[src/rtl/irq_agg_pkg.sv]
// Package: shared sizing and register offsets for the interrupt cause/mask
// aggregator. Assumes byte offsets fit in 8 bits and the bus is 32 bits.
package irq_agg_pkg;
    localparam int NUM_SRC   = 7;
    localparam int IDX_W     = (NUM_SRC > 1) ? $clog2(NUM_SRC) : 1;
    localparam int ADDR_W    = 8;
    localparam int DATA_W    = 32;
    localparam logic [ADDR_W-1:0] CAUSE_OFS = 8'h50;
    localparam logic [ADDR_W-1:0] MASK_OFS  = 8'h54;
endpackage

[src/rtl/irq_src_edge.sv]
// Module: per-source rising-edge detector.
// Detects a 0->1 transition of each source relative to the previous cycle.
// Assumes sources are already synchronous to clk. The history clears on reset,
// so a source that is high when reset releases produces one edge.
module irq_src_edge #(
    parameter int N = 7
) (
    input  logic         clk,
    input  logic         rst_n,
    input  logic [N-1:0] src_i,
    output logic [N-1:0] rise_o
);
    logic [N-1:0] prev_q;

    // Keep last cycle's source levels.
    always_ff @(posedge clk) begin
        if (!rst_n) prev_q <= '0;
        else        prev_q <= src_i;
    end

    // One-cycle pulse per bit on a rising edge.
    genvar g;
    generate
        for (g = 0; g < N; g++) begin : g_bit
            assign rise_o[g] = src_i[g] & ~prev_q[g];
        end
    endgenerate
endmodule

[src/rtl/irq_cause_bank.sv]
// Module: cause and mask registers with address decode and read mux.
// Cause bits are plain read/write; a hardware edge in the same cycle as a
// cause write overrides the written value for that bit. Assumes the write
// strobe is a single-cycle qualified request.
module irq_cause_bank #(
    parameter int N      = 7,
    parameter int ADDR_W = 8,
    parameter int DATA_W = 32,
    parameter logic [ADDR_W-1:0] CAUSE_OFS = 8'h50,
    parameter logic [ADDR_W-1:0] MASK_OFS  = 8'h54
) (
    input  logic              clk,
    input  logic              rst_n,
    input  logic [N-1:0]      rise_i,
    input  logic              wr_i,
    input  logic [ADDR_W-1:0] addr_i,
    input  logic [N-1:0]      wdata_i,
    output logic [N-1:0]      cause_o,
    output logic [N-1:0]      mask_o,
    output logic [DATA_W-1:0] rdata_o
);
    logic [N-1:0] cause_q, mask_q;
    logic         wr_cause, wr_mask;

    // Address decode of the two writable registers.
    assign wr_cause = wr_i && (addr_i == CAUSE_OFS);
    assign wr_mask  = wr_i && (addr_i == MASK_OFS);

    // Cause register: write loads exactly, edges OR in and win ties.
    always_ff @(posedge clk) begin
        if (!rst_n)        cause_q <= '0;
        else if (wr_cause) cause_q <= wdata_i | rise_i;
        else               cause_q <= cause_q | rise_i;
    end

    // Mask register: plain load.
    always_ff @(posedge clk) begin
        if (!rst_n)       mask_q <= '0;
        else if (wr_mask) mask_q <= wdata_i;
    end

    // Read mux, zero-extended, zero for undecoded offsets.
    always_comb begin
        rdata_o = '0;
        if (addr_i == CAUSE_OFS)     rdata_o[N-1:0] = cause_q;
        else if (addr_i == MASK_OFS) rdata_o[N-1:0] = mask_q;
    end

    assign cause_o = cause_q;
    assign mask_o  = mask_q;

    // a write with no colliding edge leaves exactly the written value.
    p_write_exact_r3: assert property (@(posedge clk) disable iff (!rst_n)
        (wr_cause && rise_i == '0) |=> cause_q == $past(wdata_i));
    // every edge bit is set after the edge, whatever was written.
    p_edge_wins_r4: assert property (@(posedge clk) disable iff (!rst_n)
        (rise_i != '0) |=> ((cause_q & $past(rise_i)) == $past(rise_i)));
    // with no write and no edge, the cause register holds.
    p_hold_r2: assert property (@(posedge clk) disable iff (!rst_n)
        (!wr_cause && rise_i == '0) |=> $stable(cause_q));
    // mask write loads the written value.
    p_mask_load_r5: assert property (@(posedge clk) disable iff (!rst_n)
        wr_mask |=> mask_q == $past(wdata_i));
endmodule

[src/rtl/irq_top_pick.sv]
// Module: highest-index picker over the pending vector.
// Pure combinational scan; the last set bit in ascending order wins, which
// gives the highest-numbered pending source.
module irq_top_pick #(
    parameter int N     = 7,
    parameter int IDX_W = 3
) (
    input  logic             clk,
    input  logic             rst_n,
    input  logic [N-1:0]     pend_i,
    output logic [IDX_W-1:0] idx_o,
    output logic             valid_o
);
    // Ascending scan so that higher indices overwrite lower ones.
    always_comb begin
        idx_o   = '0;
        valid_o = 1'b0;
        for (int i = 0; i < N; i++) begin
            if (pend_i[i]) begin
                idx_o   = IDX_W'(i);
                valid_o = 1'b1;
            end
        end
    end

    // the reported index is pending.
    p_pick_hit_r7: assert property (@(posedge clk) disable iff (!rst_n)
        valid_o |-> pend_i[idx_o]);
    // nothing above the reported index is pending.
    p_pick_top_r7: assert property (@(posedge clk) disable iff (!rst_n)
        valid_o |-> ((pend_i >> idx_o) == N'(1)));
endmodule

[src/rtl/irq_cause_agg.sv]
// Module: top of the seven-source level interrupt cause/mask aggregator.
// Sources are edge-detected into a read/write cause register, gated by a
// mask register, and merged into one level output plus a top-index report.
// Assumes all inputs are synchronous to clk.
module irq_cause_agg
    import irq_agg_pkg::*;
#(
    parameter int N      = NUM_SRC,
    parameter int IW     = IDX_W,
    parameter int AW     = ADDR_W,
    parameter int DW     = DATA_W
) (
    input  logic          clk,
    input  logic          rst_n,
    input  logic [N-1:0]  src_i,
    input  logic          reg_wr_i,
    input  logic [AW-1:0] reg_addr_i,
    input  logic [DW-1:0] reg_wdata_i,
    output logic [DW-1:0] reg_rdata_o,
    output logic          irq_o,
    output logic [IW-1:0] top_idx_o,
    output logic          top_valid_o
);
    logic [N-1:0] rise, cause, mask, pend;
    logic         unused_wdata_hi;

    // Upper write-data bits have no storage.
    assign unused_wdata_hi = ^reg_wdata_i[DW-1:N];

    irq_src_edge #(.N(N)) u_edge (
        .clk    (clk),
        .rst_n  (rst_n),
        .src_i  (src_i),
        .rise_o (rise)
    );

    irq_cause_bank #(
        .N(N), .ADDR_W(AW), .DATA_W(DW),
        .CAUSE_OFS(CAUSE_OFS), .MASK_OFS(MASK_OFS)
    ) u_bank (
        .clk     (clk),
        .rst_n   (rst_n),
        .rise_i  (rise),
        .wr_i    (reg_wr_i),
        .addr_i  (reg_addr_i),
        .wdata_i (reg_wdata_i[N-1:0]),
        .cause_o (cause),
        .mask_o  (mask),
        .rdata_o (reg_rdata_o)
    );

    // Pending = latched and enabled.
    assign pend  = cause & mask;
    // Combined level request.
    assign irq_o = |pend;

    irq_top_pick #(.N(N), .IDX_W(IW)) u_pick (
        .clk     (clk),
        .rst_n   (rst_n),
        .pend_i  (pend),
        .idx_o   (top_idx_o),
        .valid_o (top_valid_o)
    );

    // the level request and the picker agree on "anything pending".
    p_irq_valid_r6: assert property (@(posedge clk) disable iff (!rst_n)
        irq_o == top_valid_o);
    // a masked cause bit that becomes enabled raises the request.
    p_unmask_r9: assert property (@(posedge clk) disable iff (!rst_n)
        ((cause & ~mask) != '0 && reg_wr_i && reg_addr_i == MASK_OFS
         && (reg_wdata_i[N-1:0] & cause) != '0) |=> irq_o);
endmodule

[config.mk]
export PLATFORM = sky130hd
export DESIGN_NAME = irq_cause_agg
export DESIGN_NICKNAME = d
export VERILOG_FILES = /design/src/rtl/irq_agg_pkg.sv /design/src/rtl/irq_src_edge.sv /design/src/rtl/irq_cause_bank.sv /design/src/rtl/irq_top_pick.sv /design/src/rtl/irq_cause_agg.sv
export SDC_FILE = /design/constraint.sdc
export NUM_CORES = 1
export LEC_CHECK = 0
export BUFFER_PORTS_ARGS = -buffer_cell sky130_fd_sc_hd__buf_2
export CAP_MARGIN = 10
export CORE_ASPECT_RATIO = 0.7
export CORE_MARGIN = 8
export CORE_UTILIZATION = 40
export DETAILED_ROUTE_END_ITERATION = 16
export GPL_TIMING_DRIVEN = 1
export PLACE_DENSITY_LB_ADDON = 0.12
export SLEW_MARGIN = 20
export SYNTH_ARGS = -nofsm -noshare
export SYNTH_HDL_FRONTEND = slang
export SYNTH_SLANG_ARGS = --single-unit
[constraint.sdc]
create_clock -name clk -period 1.7 [get_ports clk]
set_input_delay 0.17 -clock clk [delete_from_list [all_inputs] [get_ports clk]]
set_output_delay 0.17 -clock clk [all_outputs]
set_load 0.01 [all_outputs]
# Word-level counts from Yosys, hierarchy flattened
# Index checks and enable logic that the tools add are counted.
# word_totals
output_inout_bits,37
regBits,21
elab_cells,41
# op_classes
bitwise_logic,17
reduce_logical,3
n_mux,16
eq_ne,2
# op_table
cell,n
$mux 7,3
$eq 8x7->1 const B,2
$or 7x7->7,2
$mux 3,3
$mux 1,8
$and 1x1->1,7
$and 7x7->7,1
$not 1->1,7
$reduce_or 7->1,1
$mux 2,2
$logic_and 1x1->1,2

# Longest topological paths before layout
# logic_depth
ltp_word,8
ltp_mapped,5
ltp_nobuf,4

# Hierarchy
# A second synthesis with hierarchy kept.
# unflattened
cells_unflattened,148
hier_area_um2,1313.8
# by_module_without_submodules
mod,cells_each,seq_area_each_um2,area_each_um2,n_inst
irq_cause_bank,108,280.3,953.4,1
irq_src_edge,21,140.1,227.7,1
irq_cause_agg,10,0.0,73.8,1
irq_top_pick,9,0.0,58.8,1

# Least setup slack after synthesis
# Ideal clock, no wire load.
# synth_timing
path_type,input port to flip-flop
from,input reg_addr_i[3]
to,"register u_bank.cause_q[6], in the netlist u_bank.cause_o[6]"
setup_time_ns,0.122
n_path_buf,0
path_slack_ns,0.431
arrival_ns,1.147
cell_stages,4
cell_sequence,nor4b_4 -> nand2_2 -> or4_1 -> o311a_1
# synth_between
elab_chain_cells,3
# synth_lines
item,line_no,text
start: declaration,irq_cause_agg.sv:17,"input logic [AW-1:0] reg_addr_i,"
$eq 8x7->1,irq_cause_bank.sv:26,assign wr_cause = wr_i && (addr_i == CAUSE_OFS);
$logic_and 1x1->1,irq_cause_bank.sv:26,
$mux 7,irq_cause_bank.sv:32,else if (wr_cause) cause_q <= wdata_i | rise_i;
end signal: assignment,irq_cause_bank.sv:32,
end signal: assignment,irq_cause_bank.sv:33,else cause_q <= cause_q | rise_i;
end: declaration,irq_cause_bank.sv:22,"logic [N-1:0] cause_q, mask_q;"
# No other way between the ends.
# A chain may end at the register's enable or synchronous reset.

# Worst setup path after layout
# layout_timing
from,"register u_bank.cause_q[2], in the netlist u_bank.cause_o[2]"
to,output top_idx_o[0]
# layout_between
elab_chain_cells,6
# layout_lines
item,line_no,text
$and 7x7->7,irq_cause_agg.sv:53,assign pend = cause & mask;
$mux 2 (2 in series),irq_top_pick.sv:19,if (pend_i[i]) begin
$mux 3 (3 in series),irq_top_pick.sv:19,
end: declaration,irq_cause_agg.sv:21,"output logic [IW-1:0] top_idx_o,"
# No other way between the ends.

==> reports/qor.csv <==
stage,metric,value,unit
worst_setup_path,R2R depth,3,
finish,fraction of final layout cells sized beyond drive strength 1,25.3,%
drt,Routed Wire Length,2.65,mm
pwr,Seq pwr share,55.2,%
drt,routed len/inst,12.9,µm
synth,Cell variety after synth,23,
worst_setup_path,crit path max fanout,4,
pwr,Overall Power,961,µW
pwr,Power Density,722,nW/µm²
floorplanning,Die X,80.8,µm
global_routing,grt met1 use,13.5,%
worst_setup_path,nature of the critical path endpoint,primary output,
worst_setup_path,CP dominant cell by count,nand2_1,
finish,area delta synth->final,13.1,%
global_routing,initial antenna violation count,0,
drt,Pre-antenna DRT Iters,4,
synth,post-synthesis sequential area ratio,35.7,%
global_routing,global-route wire length before repair,4.11,mm
worst_setup_path,CP Class,register to primary output,
clock_tree,root buf cell,clkbuf_8,
placement,GP Congestion,0.745,
global_routing,GRT Total Usage,10.5,%
pwr,Net Sw Power,234,µW
clock_tree,Max clock buf depth,2,
floorplanning,Core Footprint,2800,µm²
clock_tree,CTS sink count,21,
clock_tree,Post-CTS Resized,0,
pwr,Switching Share,24.4,%
sta,post-route setup slack,281,ps
synth,Gate Count Post-Synth,136,
outcome,outcome,"finished, final reports clean",
sta,Fmax achieved,705,MHz
clock_tree,clk slew on worst S/H paths,70,ps
pwr,Logic pwr share,12.5,%
drt,via density per instance,4.55,
worst_setup_path,"Data arrival, critical path",1250,ps
flow_run,Max Cap Violations,0,
sta,Hold Fails Final Rpt,0,
finish,diodes inserted,0,
global_routing,grt ovf,0,
placement,IO buf count,36,
synth,Synth Area per Inst,8.66,µm²
clock_tree,# hold bufs at CTS,0,
finish,non-filler instance count after layout,206,
sta,final clock skew,2.22,ps
pwr,Clock power frac,32.3,%
placement,dpl ws,204,ps
pwr,Max VDD drop,558,µV
placement,Placed Cells,202,
clock_tree,total CTS buffers,3,
floorplanning,Starting Density,42.0,%
worst_hold_path,worst min path class,primary input to register,
sta,max-slew violation count,0,
worst_setup_path,Worst Path Required,1530,ps
pwr,Internal Power,726,µW
global_routing,vias in the first global route,903,
drt,drt initial violations,32,
sta,# setup viols final,0,
synth,Mapped Area,1180,µm²
clock_tree,CTS tree,yes,
worst_setup_path,Crit-path slowest cell,dfxtp_1,
synth,Yosys warnings,0,
sta,final setup TNS,0,ps
synth,Synth Register Bits,21,
sta,Final Critical Period,1420,ps
clock_tree,H-tree Lvls,1,
sta,RSZ-0062 raised after global routing,false,
floorplanning,DIE HEIGHT,61.4,µm
finish,"commonest non-fill, non-tap cells in the layout","36 x buf_2, 25 x conb_1, 21 x dfxtp_1",
pwr,Lkg Pwr,0.639,nW
global_routing,pin count of the biggest net entering global routing,29,
worst_hold_path,Hold Path Depth,2,
placement,hpwl dp,2.25,mm
finish,cell area after layout,1330,µm²
worst_setup_path,CP Cell Sequence,nand2_1 -> a32o_1 -> nand2_1 -> a21boi_0 -> buf_2,
worst_setup_path,Crit path max-delay family,flip-flops,
finish,"most common cell after layout, fill and taps aside",buf_2,
drt,Antenna Nets Post-Route,0,
drt,routed vias,938,
floorplanning,num ports,87,
drt,drc violations,0,
clock_tree,Post-CTS Setup Bufs,0,
clock_tree,Worst-Skew Late Latency,250,ps
global_routing,met3 usage in global routing,5.25,%
sta,fin crit share,83.5,%
finish,nets,221,
sta,WHS,129,ps
global_routing,GR peak layer,met2,
worst_setup_path,max incr delay on CP,390,ps
global_routing,met2 Use GR,15.5,%
finish,utilization after layout,47.5,%
floorplanning,area of the die,4960,µm²
floorplanning,row count,16,
worst_setup_path,cell count along the critical path,5,
worst_setup_path,startpoint types,register,
worst_setup_path,WP buf/inv,1,
placement,Area after DPL,1280,µm²
-- flip-flops by register name (all words and copies together) (netlist names) --
signal / flops
u_bank.cause_o: 7
u_bank.mask_o: 7
u_edge.prev_q: 7
-- worst register-to-register path, cell delays in order (launching register included) --
cell and delay (ps):
dfxtp_1 310, nor2b_1 50, or4_1 410, o311a_1 140
-- kinds of logic after synthesis --
family | Yosys count | synth area share (%)
flip-flops | 21 | 35.7
other | 1 | 0.319
AND/OR/NAND/NOR | 58 | 28.3
multiplexers | 7 | 5.95
AO/OA/AOI/OAI | 19 | 12.1
buffers and inverters | 30 | 17.6
-- final timing paths --
| path | slack [ps] | endpoint | start |
|---|---|---|---|
| setup reg to reg | 670 | u_bank.cause_o[1]$_SDFF_PN0_ | u_edge.prev_q[1]$_SDFF_PN0_ |
| setup / recovery | 280 | top_idx_o[0] | u_bank.cause_o[2]$_SDFF_PN0_ |
| hold / removal | 130 | u_edge.prev_q[0]$_SDFF_PN0_ | src_i[0] |
| hold reg to reg | 500 | u_bank.mask_o[6]$_SDFFE_PN0P_ | u_bank.mask_o[6]$_SDFFE_PN0P_ |
-- routing by layer --
metal / vias up / part of all wire, %
met4: 0 / 0.38
met3: 2 / 14
met5: - / 0
met2: 43 / 40
li1: 498 / -
met1: 395 / 45
-- power by group through the flow --
stage                     Sequential (mW)  Combinational [mW]  Clock (mW)
after floorplan                     0.535               0.120           0
after global placement              0.540               0.115           0
after detailed placement            0.542               0.118           0
after CTS                           0.530               0.118       0.323
after global routing                0.533               0.136       0.354
final                               0.530               0.120       0.311
-- synthesized netlist by cell type, drive strengths merged --
library cell | count | area share (%)
buf | 27 | 17
dfxtp | 21 | 36
nand2 | 15 | 5.0
nand3 | 9 | 3.8
nor2 | 8 | 2.6
o21ai | 8 | 3.4
and2 | 7 | 3.7
mux2i | 7 | 6.0
nor2b | 7 | 3.7
o311a | 7 | 6.0
or4 | 7 | 4.5
clkbuf | 3 | 0.96
a22oi | 2 | 1.3
nand4b | 2 | 1.5
a21boi | 1 | 0.64
a32o | 1 | 0.85
and4bb | 1 | 1.1
conb | 1 | 0.32
nor3 | 1 | 0.42
nor4b | 1 | 2.0
-- layout make-up --
cell class / instances / area [µm²]
clock buffers: 3 / 41.3
clock inverters: 1 / 5.00
fillers: 284 / 1470
multi-input cells: 109 / 639
flip-flops and latches: 21 / 420
well taps: 36 / 45.0
repair buffers: 36 / 180
Note: power is estimated with default switching activity, not from simulation.
